$ cat src/rtl/sw_bringup_pkg.sv
package sw_bringup_pkg;

  localparam int unsigned NUM_STEPS = 8;
  localparam int unsigned STEP_W    = $clog2(NUM_STEPS);
  localparam int unsigned BLK_W     = 3;
  localparam int unsigned SUB_W     = 4;
  localparam int unsigned ADDR_W    = 8;
  localparam int unsigned DATA_W    = 32;
  localparam int unsigned ID_W      = 16;
  localparam int unsigned REV_W     = 4;
  localparam int unsigned ID_LSB    = 12;
  localparam int unsigned REV_LSB   = 28;

  localparam logic [ID_W-1:0] ID_ACCEPT_A = 16'h7385;
  localparam logic [ID_W-1:0] ID_ACCEPT_B = 16'h7395;

  localparam logic [BLK_W-1:0]  BLK_SYS   = 3'd7;
  localparam logic [BLK_W-1:0]  BLK_PORT  = 3'd1;
  localparam logic [SUB_W-1:0]  SUB_HOST  = 4'd6;
  localparam logic [ADDR_W-1:0] A_MBOX    = 8'h15;
  localparam logic [ADDR_W-1:0] A_IDENT   = 8'h18;
  localparam logic [ADDR_W-1:0] A_CLKDLY  = 8'h05;
  localparam logic [ADDR_W-1:0] A_PMODE   = 8'h19;
  localparam logic [ADDR_W-1:0] A_MACCFG  = 8'h00;

  localparam logic [DATA_W-1:0] V_CLKDLY  = 32'h0000_0033;
  localparam logic [DATA_W-1:0] M_CLKDLY  = 32'h0000_0033;
  localparam logic [DATA_W-1:0] V_PMODE   = (32'd1 << 5) | (32'd1 << 3) | (32'd1 << 2);
  localparam logic [DATA_W-1:0] M_PMODE   = 32'h0000_00FF;
  localparam logic [DATA_W-1:0] V_MAC_RST = (32'd1 << 29) | (32'd1 << 5) | (32'd1 << 4);
  localparam logic [DATA_W-1:0] V_MAC_RUN = (32'd1 << 28) | (32'd1 << 18) | (32'd1 << 17) |
                                            (32'd1 << 16) | (32'd6 << 6) | 32'd4;

  typedef enum logic [1:0] {
    ERR_NONE  = 2'd0,
    ERR_NODEV = 2'd1,
    ERR_IO    = 2'd2,
    ERR_XPORT = 2'd3
  } err_code_e;

  typedef struct packed {
    logic              wr;
    logic [BLK_W-1:0]  blk;
    logic [SUB_W-1:0]  sub;
    logic [ADDR_W-1:0] addr;
    logic [DATA_W-1:0] data;   // write value, or expected value on verify reads
    logic [DATA_W-1:0] mask;
    logic              verify;
  } step_t;

endpackage

$ cat src/rtl/sw_step_table.sv
module sw_step_table
  import sw_bringup_pkg::*;
(
  input  logic [STEP_W-1:0] idx_i,
  output step_t             step_o
);

  function automatic step_t mk(logic wr, logic [BLK_W-1:0] blk, logic [SUB_W-1:0] sub,
                               logic [ADDR_W-1:0] addr, logic [DATA_W-1:0] data,
                               logic [DATA_W-1:0] mask, logic verify);
    step_t s;
    s.wr = wr; s.blk = blk; s.sub = sub; s.addr = addr;
    s.data = data; s.mask = mask; s.verify = verify;
    return s;
  endfunction

  always_comb begin
    unique case (idx_i)
      3'd0:    step_o = mk(1'b0, BLK_SYS,  4'd0,     A_MBOX,   '0,        '0,       1'b0);
      3'd1:    step_o = mk(1'b0, BLK_SYS,  4'd0,     A_IDENT,  '0,        '0,       1'b0);
      3'd2:    step_o = mk(1'b1, BLK_SYS,  4'd0,     A_CLKDLY, V_CLKDLY,  '0,       1'b0);
      3'd3:    step_o = mk(1'b0, BLK_SYS,  4'd0,     A_CLKDLY, V_CLKDLY,  M_CLKDLY, 1'b1);
      3'd4:    step_o = mk(1'b1, BLK_PORT, SUB_HOST, A_PMODE,  V_PMODE,   '0,       1'b0);
      3'd5:    step_o = mk(1'b0, BLK_PORT, SUB_HOST, A_PMODE,  V_PMODE,   M_PMODE,  1'b1);
      3'd6:    step_o = mk(1'b1, BLK_PORT, SUB_HOST, A_MACCFG, V_MAC_RST, '0,       1'b0);
      default: step_o = mk(1'b1, BLK_PORT, SUB_HOST, A_MACCFG, V_MAC_RUN, '0,       1'b0);
    endcase
  end

endmodule

$ cat src/rtl/sw_xact_port.sv
module sw_xact_port
  import sw_bringup_pkg::*;
(
  input  logic              clk_i,
  input  logic              rst_ni,
  input  logic              launch_i,
  input  logic              wr_i,
  input  logic [BLK_W-1:0]  blk_i,
  input  logic [SUB_W-1:0]  sub_i,
  input  logic [ADDR_W-1:0] addr_i,
  input  logic [DATA_W-1:0] wdata_i,
  input  logic              done_i,
  input  logic [DATA_W-1:0] rdata_i,
  input  logic              xerr_i,
  output logic              req_o,
  output logic              wr_o,
  output logic [BLK_W-1:0]  blk_o,
  output logic [SUB_W-1:0]  sub_o,
  output logic [ADDR_W-1:0] addr_o,
  output logic [DATA_W-1:0] wdata_o,
  output logic              fin_o,
  output logic [DATA_W-1:0] rdata_o,
  output logic              xerr_o
);

  logic busy_q;

  always_ff @(posedge clk_i or negedge rst_ni) begin
    if (!rst_ni) begin
      busy_q  <= 1'b0;
      wr_o    <= 1'b0;
      blk_o   <= '0;
      sub_o   <= '0;
      addr_o  <= '0;
      wdata_o <= '0;
      fin_o   <= 1'b0;
      rdata_o <= '0;
      xerr_o  <= 1'b0;
    end else begin
      fin_o <= 1'b0;
      if (!busy_q && launch_i) begin
        busy_q  <= 1'b1;
        wr_o    <= wr_i;
        blk_o   <= blk_i;
        sub_o   <= sub_i;
        addr_o  <= addr_i;
        wdata_o <= wr_i ? wdata_i : '0;
      end else if (busy_q && done_i) begin
        busy_q  <= 1'b0;
        fin_o   <= 1'b1;
        rdata_o <= rdata_i;
        xerr_o  <= xerr_i;
      end
    end
  end

  assign req_o = busy_q;

endmodule

$ cat src/rtl/sw_reset_timer.sv
module sw_reset_timer #(
  parameter int unsigned PULSE_CYCLES = 1000,
  parameter int unsigned WAIT_CYCLES  = 10000
) (
  input  logic clk_i,
  input  logic rst_ni,
  input  logic start_i,
  output logic rst_o,
  output logic fin_o
);

  localparam int unsigned MAX_CYC = (PULSE_CYCLES > WAIT_CYCLES) ? PULSE_CYCLES : WAIT_CYCLES;
  localparam int unsigned CNT_W   = $clog2(MAX_CYC + 1);

  typedef enum logic [1:0] {T_IDLE, T_PULSE, T_HOLD} phase_e;

  phase_e           phase_q;
  logic [CNT_W-1:0] cnt_q;

  always_ff @(posedge clk_i or negedge rst_ni) begin
    if (!rst_ni) begin
      phase_q <= T_IDLE;
      cnt_q   <= '0;
    end else begin
      unique case (phase_q)
        T_IDLE: if (start_i) begin
          phase_q <= T_PULSE;
          cnt_q   <= CNT_W'(PULSE_CYCLES - 1);
        end
        T_PULSE: if (cnt_q == '0) begin
          phase_q <= T_HOLD;
          cnt_q   <= CNT_W'(WAIT_CYCLES - 1);
        end else begin
          cnt_q <= cnt_q - 1'b1;
        end
        default: if (cnt_q == '0) phase_q <= T_IDLE;
                 else cnt_q <= cnt_q - 1'b1;
      endcase
    end
  end

  assign rst_o = (phase_q == T_PULSE);
  assign fin_o = (phase_q == T_HOLD) && (cnt_q == '0);

endmodule

$ cat src/rtl/sw_bringup_seq.sv
module sw_bringup_seq
  import sw_bringup_pkg::*;
#(
  parameter int unsigned RST_PULSE_CYCLES = 1000,
  parameter int unsigned RST_WAIT_CYCLES  = 10000
) (
  input  logic        clk_i,
  input  logic        rst_ni,
  output logic        req_o,
  output logic        req_write_o,
  output logic [2:0]  req_block_o,
  output logic [3:0]  req_subblock_o,
  output logic [7:0]  req_reg_o,
  output logic [31:0] req_wdata_o,
  input  logic        done_i,
  input  logic [31:0] rdata_i,
  input  logic        xfer_err_i,
  output logic        switch_reset_o,
  output logic        done_o,
  output logic        err_o,
  output logic [1:0]  err_code_o,
  output logic [15:0] chip_id_o,
  output logic [3:0]  chip_rev_o
);

  localparam logic [STEP_W-1:0] LAST_STEP = STEP_W'(NUM_STEPS - 1);

  typedef enum logic [2:0] {S_LAUNCH, S_WAIT, S_RESET, S_DONE, S_FAIL} state_e;

  state_e            state_q;
  logic [STEP_W-1:0] step_q;
  err_code_e         code_q;
  logic [ID_W-1:0]   id_q;
  logic [REV_W-1:0]  rev_q;

  step_t             cur;
  logic              x_fin, x_err;
  logic [DATA_W-1:0] x_rdata;
  logic              tmr_start, tmr_fin;
  logic [ID_W-1:0]   rd_id;
  logic              id_ok, mbox_dead, vfy_bad;

  sw_step_table u_table (
    .idx_i  (step_q),
    .step_o (cur)
  );

  sw_xact_port u_xact (
    .clk_i   (clk_i),
    .rst_ni  (rst_ni),
    .launch_i(state_q == S_LAUNCH),
    .wr_i    (cur.wr),
    .blk_i   (cur.blk),
    .sub_i   (cur.sub),
    .addr_i  (cur.addr),
    .wdata_i (cur.data),
    .done_i  (done_i),
    .rdata_i (rdata_i),
    .xerr_i  (xfer_err_i),
    .req_o   (req_o),
    .wr_o    (req_write_o),
    .blk_o   (req_block_o),
    .sub_o   (req_subblock_o),
    .addr_o  (req_reg_o),
    .wdata_o (req_wdata_o),
    .fin_o   (x_fin),
    .rdata_o (x_rdata),
    .xerr_o  (x_err)
  );

  sw_reset_timer #(
    .PULSE_CYCLES(RST_PULSE_CYCLES),
    .WAIT_CYCLES (RST_WAIT_CYCLES)
  ) u_timer (
    .clk_i  (clk_i),
    .rst_ni (rst_ni),
    .start_i(tmr_start),
    .rst_o  (switch_reset_o),
    .fin_o  (tmr_fin)
  );

  assign rd_id     = x_rdata[ID_LSB +: ID_W];
  assign id_ok     = (rd_id == ID_ACCEPT_A) || (rd_id == ID_ACCEPT_B);
  assign mbox_dead = &x_rdata;
  assign vfy_bad   = cur.verify && ((x_rdata & cur.mask) != cur.data);
  assign tmr_start = (state_q == S_WAIT) && x_fin && !x_err &&
                     (step_q == '0) && mbox_dead;

  always_ff @(posedge clk_i or negedge rst_ni) begin
    if (!rst_ni) begin
      state_q <= S_LAUNCH;
      step_q  <= '0;
      code_q  <= ERR_NONE;
      id_q    <= '0;
      rev_q   <= '0;
    end else begin
      unique case (state_q)
        S_LAUNCH: state_q <= S_WAIT;
        S_WAIT: if (x_fin) begin
          if (x_err) begin
            state_q <= S_FAIL;
            code_q  <= ERR_XPORT;
          end else if (step_q == '0) begin
            state_q <= mbox_dead ? S_RESET : S_LAUNCH;
            step_q  <= mbox_dead ? step_q : step_q + 1'b1;
          end else if (step_q == STEP_W'(1)) begin
            id_q  <= rd_id;
            rev_q <= x_rdata[REV_LSB +: REV_W];
            if (id_ok) begin
              state_q <= S_LAUNCH;
              step_q  <= step_q + 1'b1;
            end else begin
              state_q <= S_FAIL;
              code_q  <= ERR_NODEV;
            end
          end else if (vfy_bad) begin
            state_q <= S_FAIL;
            code_q  <= ERR_IO;
          end else if (step_q == LAST_STEP) begin
            state_q <= S_DONE;
          end else begin
            state_q <= S_LAUNCH;
            step_q  <= step_q + 1'b1;
          end
        end
        S_RESET: if (tmr_fin) begin
          state_q <= S_LAUNCH;
          step_q  <= STEP_W'(1);
        end
        default: state_q <= state_q;
      endcase
    end
  end

  assign done_o     = (state_q == S_DONE);
  assign err_o      = (state_q == S_FAIL);
  assign err_code_o = code_q;
  assign chip_id_o  = id_q;
  assign chip_rev_o = rev_q;

endmodule

$ cat config.mk
export PLATFORM = sky130hd
export DESIGN_NAME = sw_bringup_seq
export DESIGN_NICKNAME = d
export VERILOG_FILES = /design/src/rtl/sw_bringup_pkg.sv /design/src/rtl/sw_step_table.sv /design/src/rtl/sw_xact_port.sv /design/src/rtl/sw_reset_timer.sv /design/src/rtl/sw_bringup_seq.sv
export SDC_FILE = /design/constraint.sdc
export NUM_CORES = 1
export LEC_CHECK = 0
export CORE_UTILIZATION = 45
export DETAILED_ROUTE_END_ITERATION = 12
export DONT_BUFFER_PORTS = 1
export MAX_ROUTING_LAYER = met4
export PLACE_DENSITY_LB_ADDON = 0.08
export SLEW_MARGIN = 30
export SYNTH_ARGS = -nofsm -noshare
export SYNTH_HDL_FRONTEND = slang
export SYNTH_SLANG_ARGS = --single-unit
$ cat constraint.sdc
create_clock -name clk_i -period 3.3 [get_ports clk_i]
set_input_delay 0.165 -clock clk_i [delete_from_list [all_inputs] [get_ports clk_i]]
set_output_delay 0.165 -clock clk_i [all_outputs]
set_load 0.01 [all_outputs]
# Word-level counts from Yosys, hierarchy flattened
# Cells that the tools add are included.
[totals]
ff_bits = 127
input_bits = 36
out_inout_bits = 74
word_cells = 117
[classes]
add_sub_neg = 2
eq_ne = 28
n_mux = 39
bitwise = 4
n_reduce_logical = 28
[op_table]
columns = ["cell", "n"]
rows = [
  ["81-bit case mux with 7 select lines", 1],
  ["3-bit 2-to-1 mux", 16],
  ["14-bit 2-to-1 mux", 3],
  ["32-bit AND", 1],
  ["16-bit by 15-bit equality test with 1-bit output, second input constant", 2],
  ["32-bit 2-to-1 mux", 1],
  ["32-bit inequality test", 1],
  ["32-bit AND reduction", 1],
  ["14-bit case mux with 2 select lines", 1],
  ["2-bit 2-to-1 mux", 10],
  ["3-bit equality test, second input constant", 5],
  ["14-bit zero test", 1],
  ["14-bit by 1-bit subtractor with 14-bit output, second input constant", 1],
  ["3-bit by 2-bit equality test with 1-bit output, second input constant", 4],
  ["5-bit AND reduction", 2],
  ["3-bit case mux with 3 select lines", 1],
  ["1-bit logical AND", 8],
  ["4-bit inequality test, second input constant", 2],
  ["8-bit AND reduction", 1],
  ["3-bit by 1-bit equality test with 1-bit output, second input constant", 2],
  ["3-bit zero test", 2],
  ["2-bit by 1-bit inequality test with 1-bit output, second input constant", 3],
  ["2-bit inequality test, second input constant", 3],
  ["3-bit inequality test, second input constant", 2],
  ["16 further kinds", 27],
]

# Logic depth before layout (Yosys ltp)
# Gate-level depths: netlist of the first run.
[logic_depth]
word_depth = 11
ltp_mapped = 9
depth_no_buf = 8

# Cells and area by module
# A second synthesis of the first run with hierarchy kept.
[unflattened]
hier_cells = 654
area_unflattened_um2 = 6991.7
[modules_own_cells]
columns = ["mod", "n_inst", "cells_per_inst", "area_each_um2", "seq_area_each_um2"]
rows = [
  ["sw_xact_port", 1, 244, 3280.6, 2077.0],
  ["sw_bringup_seq", 1, 205, 2010.7, 700.7],
  ["sw_reset_timer", 1, 118, 1079.8, 400.4],
  ["sw_step_table", 1, 87, 620.6, 0.0],
]

# Worst setup path before layout of the first run
# Ideal clock, no wire load.
[synth_path]
kind = "register to register"
from = "reg step_q[0]"
to = "reg code_q[0], in the netlist err_code_o[0]"
setup_ns = 0.121
t_arrival_ns = 2.183
required_time_ns = 3.179
slack_ns = 0.996
path_stages_with_launch = 10
n_path_buf = 1
period_less_slack_ns = 2.304
path_cell_list = "dfrtp_1 > inv_1 > ha_1 > clkbuf_1 > nor3_1 > o21bai_1 > a311o_1 > o211ai_2 > mux2_2 > o22a_1"
[synth_via]
elab_chain_cells = 7
word_cells_on_any_way = 18
classes_between = "eq/ne: 9; mux: 4; bitwise: 1; reduce/logical: 4"
[synth_rtl]
columns = ["item", "line_no", "source"]
rows = [
  ["start: declaration", "sw_bringup_seq.sv:31", "logic [STEP_W-1:0] step_q;"],
  ["start signal: assignment", "sw_bringup_seq.sv:105", "step_q <= mbox_dead ? step_q : step_q + 1'b1;"],
  ["start signal: assignment", "sw_bringup_seq.sv:111", "step_q <= step_q + 1'b1;"],
  ["start signal: assignment", "sw_bringup_seq.sv:123", "step_q <= step_q + 1'b1;"],
  ["3-bit equality test (tied with other cells)", "sw_step_table.sv:18", "unique case (idx_i)"],
  ["81-bit case mux with 7 select lines", "sw_step_table.sv:18", ""],
  ["32-bit AND", "sw_bringup_seq.sv:85", "assign vfy_bad = cur.verify && ((x_rdata & cur.mask) != cur.data);"],
  ["32-bit inequality test", "sw_bringup_seq.sv:85", ""],
  ["1-bit logical AND", "sw_bringup_seq.sv:85", ""],
  ["3-bit nonzero test (no line)", "-", ""],
  ["5-bit AND reduction (no line)", "-", ""],
  ["end signal: assignment", "sw_bringup_seq.sv:93", "code_q <= ERR_NONE;"],
  ["end signal: assignment", "sw_bringup_seq.sv:102", "code_q <= ERR_XPORT;"],
  ["end signal: assignment", "sw_bringup_seq.sv:114", "code_q <= ERR_NODEV;"],
  ["end: declaration", "sw_bringup_seq.sv:32", "err_code_e code_q;"],
]
# Several ways; a longest one is shown, not always the timed one. The select of a mux whose other input is x is not followed.
# A chain may end at the register's enable or synchronous reset.

# Worst setup path after layout of the first run
# Same ends and word-level chain as after synthesis.

==> results of run 1 <==
## final cells by class
cell class	instances	area, sq um	share of cell area (%)
Clock buffer	9	124	2.37
Inverter	10	37.5	0.718
Clock inverter	7	62.6	1.20
Timing Repair Buffer	41	415	7.95
Multi-Input combinational cell	306	2070	39.6
Sequential cell	94	2350	45.0
Tap cell	133	166	3.18
## through the flow
stage,setup WS [ps],instance area (sq um),util [%],std cells,hold WS (ps)
global route,486,5230,52.5,600,268
CTS,695,5230,52.5,600,240
floorplan,996,4780,-,463,-131
detailed placement,729,4660,46.8,548,-129
global placement,810,4660,46.8,548,-128
finish,698,5230,52.5,600,247
## state kept, by name, summed over array words and instances (netlist names), 3 cells and up
signal,count
u_xact.rdata_o,32
state_q,3
u_xact.wdata_o,7
u_timer.cnt_q,14
u_xact.addr_o,4
chip_id_o,16
step_q,3
chip_rev_o,4
## layer usage
layer / GRT usage, % / vias to the layer above / wire, microns
met2: 29.8 / 118 / 4550
met1: 26.4 / 1629 / 4580
met4: 5.92 / 0 / 102
met3: 5.39 / 10 / 660
met5: - / - / 0
li1: - / 1555 / -
## synth_stat cells, drive strengths merged (3+ instances only)
library cell  instances  area share [%]
a21o                  8             1.3
o211ai                4            0.75
or4                   3            0.56
nor2b                 5            0.67
buf                  36             5.7
o21ai                22             2.3
or2                   4            0.53
mux2                 57              14
nand4                 6            0.80
nand2                35             2.8
a21oi                20             2.1
ha                    7             1.9
inv                  10            0.80
nor4                  6            0.80
nor3b                 4            0.64
nor2                 30             2.4
o22a                  3            0.56
nand3b                3            0.75
nor3                 17             1.8
dfrtp                94              50
nand3                13             1.4
nand2b                3            0.40
clkbuf               17             1.4
## power breakdown
part           leakage, nW  switching [W]  internal (W)
Combinational         1.15       0.000483      0.000514
Sequential            1.21       0.000445       0.00152
Clock               0.0927       0.000448      0.000290
## cells by family (layout without fill, tap and decap cells)
| group | Yosys count | in the layout | synth area share [%] |
|---|---|---|---|
| and+or+nand+nor | 138 | 138 | 15.2 |
| DFF | 94 | 94 | 50.1 |
| AOI/OAI and AO/OA | 76 | 76 | 10.4 |
| buffers and inverters | 63 | 67 | 7.82 |
| muxes | 58 | 58 | 14.1 |
| adders and majority gates | 7 | 7 | 1.87 |
| xor gates and xnor gates | 2 | 2 | 0.374 |
| other | 1 | 25 | 0.0799 |
## what timing repair did
action | in CTS | in global routing
hold buffers | 36 | 0
resized for setup | 0 | 0
setup buffers | 0 | 0
hold endpoints to repair | 128 | 0
## path summary, 6_finish.rpt
kind | startpoint | endpoint | slack [ps] | cells past startpoint
max in group asynchronous | rst_ni | u_timer.cnt_q[8] | 2560 | 2
max reg2reg | step_q[0] | err_code_o[0] | 700 | 8
min in group asynchronous | rst_ni | step_q[2] | 400 | 2
min | done_i | u_xact.fin_o | 250 | 3
max | step_q[0] | err_code_o[0] | 700 | 8
min reg2reg | u_timer.cnt_q[12] | u_timer.cnt_q[12] | 500 | 1
## critical path: stages, from the launching register on
cell	delay [ps]
sky130_fd_sc_hd__dfrtp_1	520
sky130_fd_sc_hd__inv_1	140
sky130_fd_sc_hd__ha_1	300
sky130_fd_sc_hd__nor2_1	300
sky130_fd_sc_hd__o221ai_1	220
sky130_fd_sc_hd__a311o_1	330
sky130_fd_sc_hd__o211ai_2	140
sky130_fd_sc_hd__mux2_2	380
sky130_fd_sc_hd__o22a_1	180
==> metrics.md, run 1 <==
| Metric | Value |
|---|---|
| FF+latch count, synth | 94 |
| Die Height | roughly 100 microns |
| Die boundary width | roughly 100 microns |
| Sum of negative setup slack | 0 ps |
| Proportion of register bits with asynchronous set or reset after synthesis | 100% |
| Critical-path maximum fanout | 8 |
| Number of library cell types mapped by synthesis | 54 |
| Total I/O pin count | 110 |
| Latest clock arrival within the worst-skew pair | 370 ps |
| Wirelength, routed | 9890 microns |
| Antenna violations before repair | 0 |
| Worst path arrival time | 2860 ps |
| Category of the worst setup path capture point | flip-flop |
| Critical path class | flip-flop to flip-flop |
| Count of pins over their slew limit | 0 |
| Buffer depth of the longest clock path | 2 |
| Most common library cell in the layout ignoring fill and taps | sky130_fd_sc_hd__dfrtp_1 |
| Area of the die | 10800 sq um |
| Detailed Place HPWL | 6760 microns |
| GPL Wtd Cong | 0.855 |
| Area Growth Syn to Fin | 11.4% |
| Pin slew with the least headroom to its limit | 567 ps |
| Power Total | ~0.0037 W |
| Remaining number of nets flagged by the antenna check after routing | 0 |
| Share of layout cells above drive strength 1 | 18.8% |
| Worst slew margin relative to its limit | 62.2% |
| Number of clock sinks | 94 |
| Clock root buffer | sky130_fd_sc_hd__clkbuf_8 |
| Final Critical Period | 2600 ps |
| Required time of the worst setup path | 3560 ps |
| Iteration count of the initial detailed-routing pass | 4 |
| Number of clock buffers inserted by TritonCTS | 9 |
| Share of the clock period used by the worst path after layout | 78.8% |
| DR iter-0 viols | 165 |
| Net count, final | 505 |
| Seq/Total Area, Yosys | around 50% |
| Clk slew on worst S/H paths | about 100 ps |
| Diodes inserted | 0 |
| Finish-stage setup viols | 0 |
| Remaining design rule violation count | 0 |
| Detailed-route vias per instance | 5.52 |
| Setup repair after global routing missed its margin | false |
| Avg Inst Size Synth | 10.7 sq um |
| Number of standard cells after synthesis | between 400 and 500 |
| Achievable clock frequency | 0.384 GHz |
| Clk_skew | 8.75 ps |
| Number of cell rows | 36 |
| Synth Warn # | 0 |
| Commonest cells after routing, fill and taps aside | sky130_fd_sc_hd__dfrtp_1, sky130_fd_sc_hd__mux2_2, sky130_fd_sc_hd__nand2_1, sky130_fd_sc_hd__dlygate4sd3_1, sky130_fd_sc_hd__nor2_1 |
| Power density relative to cell area | 709 nW/um^2 |
| Peak supply drop | 0.357 mV |
| Synthesized cell area | between 4000 and 5000 sq um |
| Count of vias placed by the detailed router | 3312 |
| Average wire per standard cell | 16.5 microns |
| First-pass GRT wire length | 16600 microns |
| Floorplan core area | ~10000 sq um |
| Leak Pwr | about 2.5 nW |
| Gr ovfl total | 0 |
| Number of levels in the clock H-tree | 3 |
| Maximum number of pins on one net before global-route repair | 95 |
| Number of filler cells placed in the layout | 944 |
| Final hold viol count | 0 |
| Hold Crit Class | input pin to flip-flop |
| CTS tree | yes |
| Launching element type of the critical path | flip-flop |
| Initial core utilization | 47.1% |
| Number of buffer cells added on primary ports | 0 |
| Max Cap Violations | 0 |
| Result of the run | completed |
| Number of global-route vias before repair | 3292 |
| Top flip-flop cell by instance count after synthesis | sky130_fd_sc_hd__dfrtp_1 |
| Number of enable flip-flop cells after synthesis | 0 |
| Total global routing track utilization | between 10% and 20% |
No activity file was read; power rests on OpenSTA's default activity.
==> run 2: changes to the inputs <==
==> constraint.sdc (replaced) <==
create_clock -name clk_i -period 2.4 [get_ports clk_i]
set_input_delay 0.12 -clock clk_i [delete_from_list [all_inputs] [get_ports clk_i]]
set_output_delay 0.12 -clock clk_i [all_outputs]
set_load 0.01 [all_outputs]
==> metrics.md, run 2 (synthesis gave the netlist of run 1 again) <==
| Metric | Value |
|---|---|
| Result of the run | completed |
| Instance count after placement with tap cells included | 569 (+3.8%) |
| Core Util, Final | 54.9% (+2.4 points) |
| Die Height | 104 microns (unchanged) |
| Capturing point of the worst reg2reg path | step_q[1] |
| Power share of the combinational group | 30.3% (+3.4 points) |
| Critical Path Source | step_q[0] |
| Antenna violations before repair | 0 (unchanged) |
| Net count, final | 526 (+4.2%) |
| Average wire per standard cell | 16.1 microns (-2.3%) |
| Share of the clock period used by the worst path after layout | 95.7% (+17 points) |
| Flop2flop setup slack | 100 ps (-600 ps) |
| Detailed-route vias per instance | 5.47 (-0.90%) |
| First-pass GRT wire length | 17100 microns (+3.3%) |
| Switching power share of the total | 35.0% (-2.2 points) |
| Number of levels in the clock H-tree | 3 (unchanged) |
| Peak supply drop | 0.497 mV (+39%) |
| Hold_ws | 205 ps (-42.2 ps) |
| Die boundary width | 104 microns (unchanged) |
| Area occupied by multi-input gates | 2110 sq um (+2.1%) |
| CP endpoint | step_q[1] |
| Count of non-filler cells in the finished layout | 621 (+3.5%) |
| Maximum number of pins on one net before global-route repair | 95 (unchanged) |
| Internal power | 0.00357 W (+53%) |
| Most common library cell in the layout ignoring fill and taps | sky130_fd_sc_hd__dfrtp_1 |
| Category of the worst setup path capture point | flip-flop |
| Final instance area | 5460 sq um (+4.5%) |
| Number of global-route vias before repair | 3400 (+3.3%) |
| Gr ovfl total | 0 (unchanged) |
| Latest clock arrival within the worst-skew pair | 370 ps (about the same) |
| Floorplan core area | 9950 sq um (unchanged) |
| Buffer depth of the longest clock path | 2 (unchanged) |
| Clk_skew | 12.6 ps (+3.82 ps) |
| Wirelength, routed | 10000 microns (+1.1%) |
| Final hold viol count | 0 (unchanged) |
| Max stage delay cell, worst path | sky130_fd_sc_hd__dfrtp_2 |
| Share of power burned in the clock network | 21.1% (+1.2 points) |
| Worst path arrival time | 2550 ps (-310 ps) |
| Iteration count of the initial detailed-routing pass | 4 (unchanged) |
| Leak Pwr | 2.57 nW (+4.8%) |
| Number of cell rows | 36 (unchanged) |
| Diodes inserted | 0 (unchanged) |
| Crit path largest cell delay | 450 ps (-70 ps) |
| Required time of the worst setup path | 2650 ps (-910 ps) |
| Clk slew on worst S/H paths | 90 ps (about the same) |
| Worst slew margin relative to its limit | 61.9% (-0.25 points) |
| Critical path class | flip-flop to flip-flop |
| Most frequent CP cell | sky130_fd_sc_hd__ha_1 |
| Placed cell area | 4820 sq um (+3.4%) |
| Reg with most FFs | u_xact.rdata_o |
| Flip-flop count of the largest register, all copies and words added | 32 (unchanged) |
| Max Cap Violations | 0 (unchanged) |
| Remaining design rule violation count | 0 (unchanged) |
| Count of pins over their slew limit | 0 (unchanged) |
| Worst path cell trace | ha_1, ha_1, o221ai_1, a311o_1, o211ai_2, a211o_1, mux2_4 |
| Remaining number of nets flagged by the antenna check after routing | 0 (unchanged) |
| Launching element type of the critical path | flip-flop |
| Count of vias placed by the detailed router | 3397 (+2.6%) |
| Hold Crit Class | input pin to flip-flop |
| Startpoint of the lowest-slack register-to-register path | step_q[0] |
| Achievable clock frequency | 0.435 GHz (+13%) |
| Critical-path maximum fanout | 4 (-4) |
| Number of filler cells placed in the layout | 908 (-3.8%) |
| Area of the die | 10800 sq um (unchanged) |
| Total global routing track utilization | 20.5% (+0.64 points) |
| Final Critical Period | 2300 ps (-305 ps) |
| Commonest cells after routing, fill and taps aside | sky130_fd_sc_hd__dfrtp_1, sky130_fd_sc_hd__mux2_2, sky130_fd_sc_hd__nand2_1, sky130_fd_sc_hd__dlygate4sd3_1, sky130_fd_sc_hd__nor2_1 |
| CTS tree | yes |
| GPL Wtd Cong | 0.853 (-0.23%) |
| Pin slew with the least headroom to its limit | 571 ps (+3.80 ps) |
| Number of clock sinks | 94 (unchanged) |
| Sequential cell area | 2350 sq um (about the same) |
| Finish-stage setup viols | 0 (unchanged) |
| Power density relative to cell area | 1010 nW/um^2 (+42%) |
| DR iter-0 viols | 157 (-4.8%) |
| Clock root buffer | sky130_fd_sc_hd__clkbuf_8 |
| Share of layout cells above drive strength 1 | 23.4% (+4.5 points) |
| Total I/O pin count | 110 (unchanged) |
| Number of buffer cells added on primary ports | 0 (unchanged) |
| Sequential fraction of design power | 48.6% (-4.6 points) |
| Number of clock buffers inserted by TritonCTS | 9 (unchanged) |
| Detailed Place HPWL | 6930 microns (+2.5%) |
| Reg2Reg Depth | 7 (-1) |
| Area Growth Syn to Fin | 16.4% |
| Initial core utilization | 47.1% (unchanged) |
| Net switching power | 0.00192 W (+40%) |
| Number of buffers inserted by post-CTS setup repair | 0 (unchanged) |
==> run 2: changes by cell type in the layout (fill, tap and decap cells not counted), moves of 2 or more <==
cell                        change
sky130_fd_sc_hd__ha_1           -3
sky130_fd_sc_hd__clkinv_4       -2
sky130_fd_sc_hd__bufinv_16      +2
sky130_fd_sc_hd__clkinv_2       +2
sky130_fd_sc_hd__ha_4           +3
sky130_fd_sc_hd__buf_4         +21
==> run 2: power groups by stage <==
stage / Combinational (W) / Clock, W / Sequential [W]
2_1_floorplan: 0.00126 / 0 / 0.00251
3_3_place_gp: 0.00149 / 0 / 0.00269
3_5_place_dp: 0.00152 / 0 / 0.00270
4_1_cts: 0.00162 / 0.00120 / 0.00266
5_1_grt: 0.00186 / 0.00126 / 0.00276
6_report: 0.00167 / 0.00116 / 0.00267
==> run 2: layout make-up <==
cell class	instances	share of cell area (%)
clock buffers	9	2.27
repair buffers	62	10.5
well taps	133	3.05
inverters	10	0.687
multi-input cells	306	38.7
flip-flops and latches	94	43.1
clock inverters	7	1.74
==> run 2: how the worst min path moves through the flow <==
stage | startpoint | slack [ps] | cells after the start | end
3_5_place_dp | rst_ni | -170 | 0 | chip_rev_o[2]
5_1_grt | done_i | 220 | 3 | u_xact.fin_o
3_3_place_gp | rst_ni | -170 | 0 | chip_rev_o[0]
4_1_cts | done_i | 180 | 3 | u_xact.fin_o
6_report | done_i | 200 | 3 | u_xact.fin_o
2_1_floorplan | rst_ni | -180 | 0 | chip_id_o[0]
==> run 2: per-layer routing <==
metal	GRT usage, %	share of wire, %
met3	4.45	5.9
met5	-	0
met1	27.2	45
met4	7.96	1.8
met2	30.8	47
==> run 2: repair_timing <==
item | CTS | global route
pin swaps | 0 | 1
hold endpoints to repair | 128 | 0
setup endpoints to repair | 2 | 7
gates resized for setup | 1 | 7
hold buffers | 36 | 0
==> run 2: metrics by stage <==
step / total power (W) / TNS, ps / setup slack (ps)
floorplan: 0.00378 / 0 / 95.6
global placement: 0.00418 / 0 / 183
detailed placement: 0.00422 / 0 / 50.9
CTS: 0.00548 / 0 / 70.4
global route: 0.00588 / -119 / -34.1
finish: 0.00549 / 0 / 103
==> run 2: worst max-delay path: cells and delay by family (launching register included) <==
kind	cells	cell delay [ps]
compound gates	4	900
fa+ha+maj	2	510
flops	1	450
mux	1	310
==> run 3: changes to the inputs <==
--- a/config.mk
+++ b/config.mk
@@ -5,11 +5,12 @@
 export SDC_FILE = /design/constraint.sdc
 export NUM_CORES = 1
 export LEC_CHECK = 0
-export CORE_UTILIZATION = 45
+export CORE_UTILIZATION = 48
 export DETAILED_ROUTE_END_ITERATION = 12
 export DONT_BUFFER_PORTS = 1
 export MAX_ROUTING_LAYER = met4
 export PLACE_DENSITY_LB_ADDON = 0.08
+export SETUP_SLACK_MARGIN = 0.5
 export SLEW_MARGIN = 30
 export SYNTH_ARGS = -nofsm -noshare
 export SYNTH_HDL_FRONTEND = slang
==> metrics.md, run 3 (synthesis gave the netlist of run 1 again) <==
| Metric | Value |
|---|---|
| Result of the run | finished with violations |
| Failing checks | negative hold slack |
| Commonest cells after routing, fill and taps aside | sky130_fd_sc_hd__dfrtp_1, sky130_fd_sc_hd__mux2_2, sky130_fd_sc_hd__dlygate4sd3_1, sky130_fd_sc_hd__buf_4, sky130_fd_sc_hd__nand2_1 |
| Critical-path maximum fanout | 11 (+7) |
| Wirelength, routed | 10300 microns (+2.9%) |
| Hold bufs inserted after CTS | 34 (-5.6%) |
| Die Height | 101 microns (-3.1%) |
| Power density relative to cell area | 967 nW/um^2 (-3.9%) |
| Number of clock buffers inserted by TritonCTS | 9 (unchanged) |
| Number of clock sinks | 94 (unchanged) |
| DR iter-0 viols | 92 (-41%) |
| Area Growth Syn to Fin | 23.3% |
| Buffer depth of the longest clock path | 2 (unchanged) |
| Total I/O pin count | 110 (unchanged) |
| Most common library cell in the layout ignoring fill and taps | sky130_fd_sc_hd__dfrtp_1 |
| Detailed-route vias per instance | 5.51 (+0.79%) |
| Detailed Place HPWL | 6900 microns (-0.47%) |
| Pin slew with the least headroom to its limit | 642 ps (+70.9 ps) |
| Finish-stage setup viols | 0 (unchanged) |
| Average wire per standard cell | 16.4 microns (+1.6%) |
| Remaining number of nets flagged by the antenna check after routing | 0 (unchanged) |
| Launching element type of the critical path | flip-flop |
| CTS tree | yes |
| Final Critical Period | 2160 ps (-136 ps) |
| Initial core utilization | 50.1% (+2.9 points) |
| Antenna violations before repair | 0 (unchanged) |
| Latest clock arrival within the worst-skew pair | 370 ps (about the same) |
| Hold Crit Class | input pin to async pin |
| Flip-flop count of the largest register, all copies and words added | 32 (unchanged) |
| Floorplan core area | 9370 sq um (-5.9%) |
| Total buffers and inverters traversed by the critical path | 1 (+1) |
| Top Family by Delay on Critical Path | simple AND/OR/NAND/NOR gates |
| Max stage delay cell, worst path | sky130_fd_sc_hd__dfrtp_1 |
| Count of pins over their slew limit | 0 (unchanged) |
| Remaining design rule violation count | 0 (unchanged) |
| Iteration count of the initial detailed-routing pass | 4 (unchanged) |
| Maximum number of pins on one net before global-route repair | 95 (unchanged) |
| Worst path cell trace | buf_4, nand2b_1, nor3_1, and4_1, a21o_1, a211o_1, mux2_4 |
| Number of levels in the clock H-tree | 3 (unchanged) |
| Final hold viol count | 94 (+94) |
| Required time of the worst setup path | 2650 ps (about the same) |
| Number of global-route vias before repair | 3350 (-1.5%) |
| Diodes inserted | 0 (unchanged) |
| Core Util, Final | 61.7% (+6.8 points) |
| GPL Wtd Cong | 0.868 (+1.7%) |
| Area of the die | 10200 sq um (-6.1%) |
| Crit path largest cell delay | 410 ps (-40 ps) |
| Clk_skew | 15.4 ps (+2.79 ps) |
| Leak Pwr | 2.67 nW (+3.7%) |
| Critical path class | flip-flop to flip-flop |
| Max Cap Violations | 0 (unchanged) |
| Clock root buffer | sky130_fd_sc_hd__clkbuf_8 |
| Setup repair after global routing missed its margin | true |
| Reg with most FFs | u_xact.rdata_o |
| Number of buffer cells added on primary ports | 0 (unchanged) |
| Die boundary width | 101 microns (-3.1%) |
| Clk slew on worst S/H paths | 100 ps (about the same) |
| Peak supply drop | 0.532 mV (+7.0%) |
| First-pass GRT wire length | 16700 microns (-2.7%) |
| Sum of negative setup slack | 0 ps (unchanged) |
| Gr ovfl total | 0 (unchanged) |
| Achievable clock frequency | 0.463 GHz (+6.3%) |
| Count of vias placed by the detailed router | 3468 (+2.1%) |
| Share of the clock period used by the worst path after layout | 90.0% (-5.7 points) |
| Category of the worst setup path capture point | flip-flop |
| Number of cell rows | 35 (-2.8%) |
| Hold_ws | -571 ps (-776 ps) |
| Worst slew margin relative to its limit | 56.8% (-5.1 points) |
| Worst path arrival time | 2410 ps (-140 ps) |
| Net count, final | 538 (+2.3%) |
| Power Total | 0.00559 W (+1.8%) |
| Share of layout cells above drive strength 1 | 33.0% (+9.6 points) |
| Total global routing track utilization | 21.9% (+1.4 points) |
==> run 3: cell type report <==
class | count | area [sq um]
Sequential cell | 94 | 2350
Tap cell | 129 | 161
Timing Repair Buffer | 74 | 663
Clock buffer | 9 | 124
Multi-Input combinational cell | 306 | 2370
Inverter | 10 | 42.5
Fill cell | 793 | 3590
Clock inverter | 7 | 66.3
==> run 3: per-stage QoR <==
stage          hold WS (ps)  worst slack (ps)  instance area [sq um]  std cells
2_1_floorplan          -176               195                   4870        463
3_3_place_gp           -173               115                   4880        565
3_5_place_dp           -173              78.4                   4880        565
4_1_cts                -583               271                   5710        629
5_1_grt                -592               162                   5780        629
6_report               -571               239                   5780        629
==> run 3: power breakdown <==
group	internal, W	switching, W
Combinational	0.00104	0.000848
Sequential	0.00210	0.000579
Clock	0.000402	0.000624
==> run 3: worst paths after layout <==
path	from	end	slack, ps	cells after the start
max	step_q[2]	step_q[1]	240	7
min	rst_ni	chip_rev_o[0]	-570	0
max reg2reg	step_q[2]	step_q[1]	240	7
min reg2reg	u_timer.cnt_q[12]	u_timer.cnt_q[12]	510	1
max in group asynchronous	rst_ni	u_xact.rdata_o[20]	2850	0
min in group clk_i	done_i	u_xact.fin_o	200	3
==> run 3: timing repair <==
action | 4_1_cts | 5_1_grt
hold endpoints to repair | 128 | 94
gates resized for setup | 44 | 15
pin swaps | 23 | 11
endpoints found under the setup margin | 23 | 43
buffers inserted | 14 | 0
==> run 3: layer usage <==
metal | track usage, % | wire [microns]
met4 | 8.36 | 174
met3 | 4.85 | 571
met1 | 29.5 | 4720
met5 | - | 0
met2 | 32.5 | 4830
